<file path="src/rtl/mode_seq_pkg.sv">
package mode_seq_pkg;

  // One recorded edge: valid flag plus the two control pin levels.
  typedef struct packed {
    logic vld;
    logic oe_n;
    logic le;
  } pin_smp_t;

  localparam int unsigned SEQ_STEPS = 5;

  // Bit j holds the level expected on edge j+1 of a sequence.
  localparam logic [SEQ_STEPS-1:0] ENTER_OE_PAT  = 5'b11101;
  localparam logic [SEQ_STEPS-1:0] ENTER_LE_PAT  = 5'b01000;
  localparam logic [SEQ_STEPS-1:0] RESUME_OE_PAT = 5'b11101;
  localparam logic [SEQ_STEPS-1:0] RESUME_LE_PAT = 5'b00000;

endpackage

</file>
<file path="src/rtl/ms_rst_sync.sv">
module ms_rst_sync (
  input  logic clk,
  input  logic rst_n,
  output logic rst_n_sync
);

  logic [1:0] sync_q;

  always_ff @(posedge clk or negedge rst_n) begin
    if (!rst_n) sync_q <= 2'b00;
    else        sync_q <= {sync_q[0], 1'b1};
  end

  assign rst_n_sync = sync_q[1];

endmodule

</file>
<file path="src/rtl/ms_history.sv">
module ms_history
  import mode_seq_pkg::*;
#(
  parameter int unsigned DEPTH = SEQ_STEPS - 1
) (
  input  logic                 clk,
  input  logic                 rst_n,
  input  logic                 clr_i,
  input  pin_smp_t             smp_i,
  output pin_smp_t [DEPTH-1:0] hist_o
);

  // Index 0 is the oldest stored sample.
  pin_smp_t [DEPTH-1:0] hist_q;
  pin_smp_t [DEPTH-1:0] hist_d;

  always_comb begin
    hist_d = hist_q;
    if (clr_i) begin
      hist_d = '0;
    end else begin
      for (int j = 0; j < int'(DEPTH) - 1; j++) begin
        hist_d[j] = hist_q[j+1];
      end
      hist_d[DEPTH-1] = smp_i;
    end
  end

  always_ff @(posedge clk or negedge rst_n) begin
    if (!rst_n) hist_q <= '0;
    else        hist_q <= hist_d;
  end

  assign hist_o = hist_q;

endmodule

</file>
<file path="src/rtl/ms_matcher.sv">
module ms_matcher
  import mode_seq_pkg::*;
#(
  parameter int unsigned   STEPS  = SEQ_STEPS,
  parameter logic [STEPS-1:0] OE_PAT = ENTER_OE_PAT,
  parameter logic [STEPS-1:0] LE_PAT = ENTER_LE_PAT
) (
  input  pin_smp_t [STEPS-2:0] hist_i,
  input  pin_smp_t             smp_i,
  output logic                 hit_o
);

  logic [STEPS-1:0] step_ok;

  for (genvar j = 0; j < STEPS; j++) begin : g_step
    pin_smp_t win;
    if (j < STEPS - 1) begin : g_stored
      assign win = hist_i[j];
    end else begin : g_live
      assign win = smp_i;
    end
    assign step_ok[j] = win.vld && (win.oe_n == OE_PAT[j]) && (win.le == LE_PAT[j]);
  end

  assign hit_o = &step_ok;

endmodule

</file>
<file path="src/rtl/ms_mode_ctl.sv">
module ms_mode_ctl (
  input  logic clk,
  input  logic rst_n,
  input  logic enter_hit_i,
  input  logic resume_hit_i,
  output logic detect_o,
  output logic ready_o,
  output logic clr_o
);

  logic det_q, det_d;
  logic rdy_q, rdy_d;
  logic enter_acc, resume_acc;

  always_comb begin
    enter_acc  = !det_q && enter_hit_i;
    resume_acc = det_q && resume_hit_i;
    det_d      = det_q;
    if (enter_acc)  det_d = 1'b1;
    if (resume_acc) det_d = 1'b0;
    rdy_d      = enter_acc;
    clr_o      = enter_acc || resume_acc;
  end

  always_ff @(posedge clk or negedge rst_n) begin
    if (!rst_n) begin
      det_q <= 1'b0;
      rdy_q <= 1'b0;
    end else begin
      det_q <= det_d;
      rdy_q <= rdy_d;
    end
  end

  assign detect_o = det_q;
  assign ready_o  = rdy_q;

endmodule

</file>
<file path="src/rtl/mode_seq_detect.sv">
module mode_seq_detect
  import mode_seq_pkg::*;
#(
  parameter int unsigned      STEPS     = SEQ_STEPS,
  parameter logic [STEPS-1:0] ENTER_OE  = ENTER_OE_PAT,
  parameter logic [STEPS-1:0] ENTER_LE  = ENTER_LE_PAT,
  parameter logic [STEPS-1:0] RESUME_OE = RESUME_OE_PAT,
  parameter logic [STEPS-1:0] RESUME_LE = RESUME_LE_PAT
) (
  input  logic clk,
  input  logic rst_n,
  input  logic oe_n_i,
  input  logic latch_i,
  output logic detect_mode_o,
  output logic data_ready_o
);

  localparam int unsigned HIST_DEPTH = STEPS - 1;

  logic                      rst_n_int;
  pin_smp_t                  smp;
  pin_smp_t [HIST_DEPTH-1:0] hist;
  logic                      enter_hit, resume_hit, clr;

  ms_rst_sync u_rst_sync (
    .clk        (clk),
    .rst_n      (rst_n),
    .rst_n_sync (rst_n_int)
  );

  assign smp = '{vld: 1'b1, oe_n: oe_n_i, le: latch_i};

  ms_history #(.DEPTH(HIST_DEPTH)) u_hist (
    .clk    (clk),
    .rst_n  (rst_n_int),
    .clr_i  (clr),
    .smp_i  (smp),
    .hist_o (hist)
  );

  ms_matcher #(.STEPS(STEPS), .OE_PAT(ENTER_OE), .LE_PAT(ENTER_LE)) u_enter_match (
    .hist_i (hist),
    .smp_i  (smp),
    .hit_o  (enter_hit)
  );

  ms_matcher #(.STEPS(STEPS), .OE_PAT(RESUME_OE), .LE_PAT(RESUME_LE)) u_resume_match (
    .hist_i (hist),
    .smp_i  (smp),
    .hit_o  (resume_hit)
  );

  ms_mode_ctl u_mode (
    .clk          (clk),
    .rst_n        (rst_n_int),
    .enter_hit_i  (enter_hit),
    .resume_hit_i (resume_hit),
    .detect_o     (detect_mode_o),
    .ready_o      (data_ready_o),
    .clr_o        (clr)
  );

endmodule

</file>
<file path="config.mk">
export PLATFORM = sky130hd
export DESIGN_NAME = mode_seq_detect
export DESIGN_NICKNAME = d
export VERILOG_FILES = /design/src/rtl/mode_seq_pkg.sv /design/src/rtl/ms_rst_sync.sv /design/src/rtl/ms_history.sv /design/src/rtl/ms_matcher.sv /design/src/rtl/ms_mode_ctl.sv /design/src/rtl/mode_seq_detect.sv
export SDC_FILE = /design/constraint.sdc
export NUM_CORES = 1
export LEC_CHECK = 0
export ABC_AREA = 0
export CAP_MARGIN = 5
export CORE_MARGIN = 5
export CORE_UTILIZATION = 37
export DETAILED_ROUTE_END_ITERATION = 16
export PLACE_DENSITY = 0.54
export SYNTH_ARGS = -nofsm -noshare
export SYNTH_HDL_FRONTEND = slang
export SYNTH_SLANG_ARGS = --single-unit
</file>
<file path="constraint.sdc">
create_clock -name clk -period 1.5 [get_ports clk]
set_clock_uncertainty 0.2 [all_clocks]
set_input_delay 0.225 -clock clk [delete_from_list [all_inputs] [get_ports clk]]
set_output_delay 0.225 -clock clk [all_outputs]
set_load 0.05 [all_outputs]
</file>
==> flow_metrics.env <==
export IMPL_crit_reg2reg_launch="u_hist.hist_o[6]"
export IMPL_postSynthAreaPerCell_um2=15.7
export IMPL_die_width_um=50.1
export IMPL_die_height_um=50.1
export IMPL_ctsHtreeMaxLevel=1
export IMPL_n_antenna_cell=0
export IMPL_layout_min_cycle_time_ns=1.59
export IMPL_post_cts_setup_buffer_count=0
export IMPL_slew_violations=0
export IMPL_grt_pass1_wl_mm=1.53
export IMPL_first_global_vias=353
export IMPL_unrepaired_setup_endpoints_after_global_routing="yes"
export IMPL_maximum_number_of_pins_on_one_net_before_global_route_repair=15
export IMPL_critPathLaunch="u_hist.hist_o[6]"
export IMPL_max_slew_margin_pct=64.3
export IMPL_antenna_found_initial=0
export IMPL_dp_cells=58
export IMPL_yosysWarningCount=0
export IMPL_ffs_latches_synth=16
export IMPL_synthDistinctLibCells=15
export IMPL_failed_checks="setup timing"
export IMPL_finalWirelength_um=835
export IMPL_cts_buffers=3
export IMPL_endpoint_arrival_time_on_the_critical_path_ns=1.56
export IMPL_netlist_instances=38
export IMPL_ant_nets=0
export IMPL_worstSetupStartpointType="flop"
export IMPL_timing_final_hold_violations=0
export IMPL_rows=14
export IMPL_worst_setup_hold_path_clk_slew_ns=0.09
export IMPL_syn_num_nets=42
export IMPL_hpwl_dp_um=593
export IMPL_design_power_total_uw=792
export IMPL_cp_end_kind="flop"
export IMPL_routabilityCongestion=0.680
export IMPL_place_port_buffers=5
export IMPL_route_detailed_drc=0
export IMPL_fin_nets=52
export IMPL_route_vias_total=300
export IMPL_clock_tree_from_tritoncts="yes"
export IMPL_vdd_ir_drop_max_uv=677
export IMPL_syn_cell_area_um2=596
export IMPL_crit_required_ns=1.47
export IMPL_areal_power_density_over_the_cells_nw_per_um2=1070
export IMPL_grt_total_usage_pct=8.10
export IMPL_drt_pass1_iter_count=2
export IMPL_layout_setup_ws_ns=-0.0938
export IMPL_final_setup_viol_count=9
export IMPL_leakagePower_nw=0.311
export IMPL_starting_density_of_the_core_pct=39.1
export IMPL_post_route_clock_period_utilization_pct=106
export IMPL_coreArea_um2=1520
export IMPL_clock_root_buffer="sky130_fd_sc_hd__clkbuf_4"
export IMPL_filler_cell_count=154
export IMPL_outcome="complete, but fails checks"
export IMPL_floorplan_die_area_um2=2510
export IMPL_vias_per_cell=4.76
export IMPL_areaGrowthSynthToFinish_pct=23.7
export IMPL_drt_iter0_markers=1
export IMPL_globalRouteOverflowTotal=0
export IMPL_fmaxAchievable_mhz=627
export IMPL_final_instance_count_excl_fill=63
export IMPL_crit_type="flop to flop"
export IMPL_tightest_slew_ns=0.535
export IMPL_routedWlPerCell_um=13.3
export IMPL_post_route_cells_drive_above_1_share_pct=29.8
export IMPL_min_delay_path_class="flop to asynchronous set/reset pin"
export IMPL_synth_seq_area_share_pct=67.2
export IMPL_maxCapViolCount=0
export IMPL_cts_sink_count=16
export IMPL_worst_path_max_fanout=2
export IMPL_clk_latency_ns=0.28
export IMPL_maximum_buffer_depth_of_the_clock_tree=2
export IMPL_design_portCount=6
[sequential cells by signal (all words and copies together) (netlist names)]
| name | flops |
|---|---|
| u_rst_sync.sync_q | 2 |
| u_hist.hist_o | 12 |
| u_mode.detect_o | 1 |
| u_mode.ready_o | 1 |
[area by class of cell]
class | instances | area (µm²) | area share, %
flip-flops and latches | 16 | 400 | 54.3
multi-input cells | 17 | 170 | 23.1
repair buffers | 9 | 106 | 14.4
clock buffers | 4 | 36.3 | 4.92
well taps | 16 | 20.0 | 2.72
inverters | 1 | 3.75 | 0.509
[critical path, cell delays in order (launching register included)]
cell                        delay [ns]
sky130_fd_sc_hd__dfrtp_1          0.39
sky130_fd_sc_hd__nand4bb_4        0.23
sky130_fd_sc_hd__nor4_4           0.34
sky130_fd_sc_hd__mux2_4           0.33
[per-stage QoR]
step | setup WS, ns | utilization, % | setup TNS, ns | area [µm²] | hold WS (ns)
after floorplan | -0.143 | - | -0.143 | 596 | -0.271
after global placement | -0.307 | 45.1 | -2.83 | 687 | 0.0201
after detailed placement | -0.331 | 45.1 | -3.10 | 687 | 0.0469
after CTS | -0.0914 | 48.1 | -0.618 | 733 | 0.0502
after global routing | -0.151 | 48.4 | -0.880 | 737 | 0.101
final | -0.0938 | 48.4 | -0.191 | 737 | 0.0223
[power by group]
part	leakage (nW)	internal [mW]	switching (mW)	total [mW]
Combinational	0.111	0.0313	0.0206	0.0519
Clock	0.0210	0.148	0.131	0.278
Sequential	0.179	0.446	0.0156	0.462
Total	0.311	0.625	0.167	0.792
[worst paths after layout]
path | depth (start not counted) | endpoint | slack, ns
max | 3 | u_mode.detect_o | -0.09
min | 0 | u_hist.hist_o[11] | 0.02
max reg2reg | 3 | u_mode.detect_o | -0.09
min reg2reg | 0 | u_hist.hist_o[11] | 0.02
max in group asynchronous | 2 | u_rst_sync.sync_q[1] | 0.55
min in group clk | 0 | u_rst_sync.sync_q[1] | 0.16
[what timing repair did]
action                     CTS  global route
setup endpoints to repair   10            10
gates resized for setup      7             1
hold endpoints to repair     2             0
hold buffers                 1             0
[layer usage]
layer	vias up	GRT usage [%]	share of wire (%)
met4	0	5.24	1.7
met5	-	0	0
li1	144	-	-
met2	3	13.6	53
met1	151	8.47	42
met3	2	2.71	3.6
[cells in the mapped netlist]
| cell type | instances | share of area [%] |
|---|---|---|
| sky130_fd_sc_hd__nor4_4 | 1 | 3.6 |
| sky130_fd_sc_hd__nand2_1 | 1 | 0.63 |
| sky130_fd_sc_hd__a21boi_0 | 7 | 8.8 |
| sky130_fd_sc_hd__clkbuf_1 | 3 | 1.9 |
| sky130_fd_sc_hd__dfrtp_1 | 16 | 67 |
| sky130_fd_sc_hd__nand2b_2 | 1 | 1.5 |
| sky130_fd_sc_hd__and3_1 | 1 | 1.1 |
| sky130_fd_sc_hd__conb_1 | 1 | 0.63 |
| sky130_fd_sc_hd__nand4bb_4 | 1 | 4.6 |
| sky130_fd_sc_hd__inv_1 | 1 | 0.63 |
| sky130_fd_sc_hd__nand4b_2 | 1 | 2.5 |
| sky130_fd_sc_hd__xor2_1 | 1 | 1.5 |
| sky130_fd_sc_hd__dlygate4sd3_1 | 1 | 1.7 |
| sky130_fd_sc_hd__nand3b_1 | 1 | 1.3 |
| sky130_fd_sc_hd__mux2_4 | 1 | 2.5 |
[cells in the final DEF (no fill, tap or decap)]
master	instances
sky130_fd_sc_hd__dfrtp_1	16
sky130_fd_sc_hd__a21boi_1	7
sky130_fd_sc_hd__clkbuf_4	3
sky130_fd_sc_hd__clkdlybuf4s50_1	3
sky130_fd_sc_hd__buf_4	2
sky130_fd_sc_hd__buf_12	2
sky130_fd_sc_hd__nand2b_2	1
sky130_fd_sc_hd__nand4bb_4	1
sky130_fd_sc_hd__nand4b_2	1
sky130_fd_sc_hd__nand3b_1	1
sky130_fd_sc_hd__nor4_4	1
sky130_fd_sc_hd__xor2_1	1
sky130_fd_sc_hd__inv_1	1
sky130_fd_sc_hd__and3_1	1
sky130_fd_sc_hd__nand2_1	1
sky130_fd_sc_hd__mux2_4	1
sky130_fd_sc_hd__clkbuf_8	1
sky130_fd_sc_hd__dlygate4sd3_1	1
sky130_fd_sc_hd__buf_6	1
sky130_fd_sc_hd__conb_1	1
[cell families after synthesis]
kind of cell	count (synthesis)	synth area share [%]
AND/OR/NAND/NOR	7	15.1
buffers and inverters	5	4.20
multiplexers	1	2.52
flip-flops	16	67.2
other	1	0.630
XOR/XNOR	1	1.47
AO/OA/AOI/OAI	7	8.82
No activity file was read; power rests on OpenSTA's default activity.
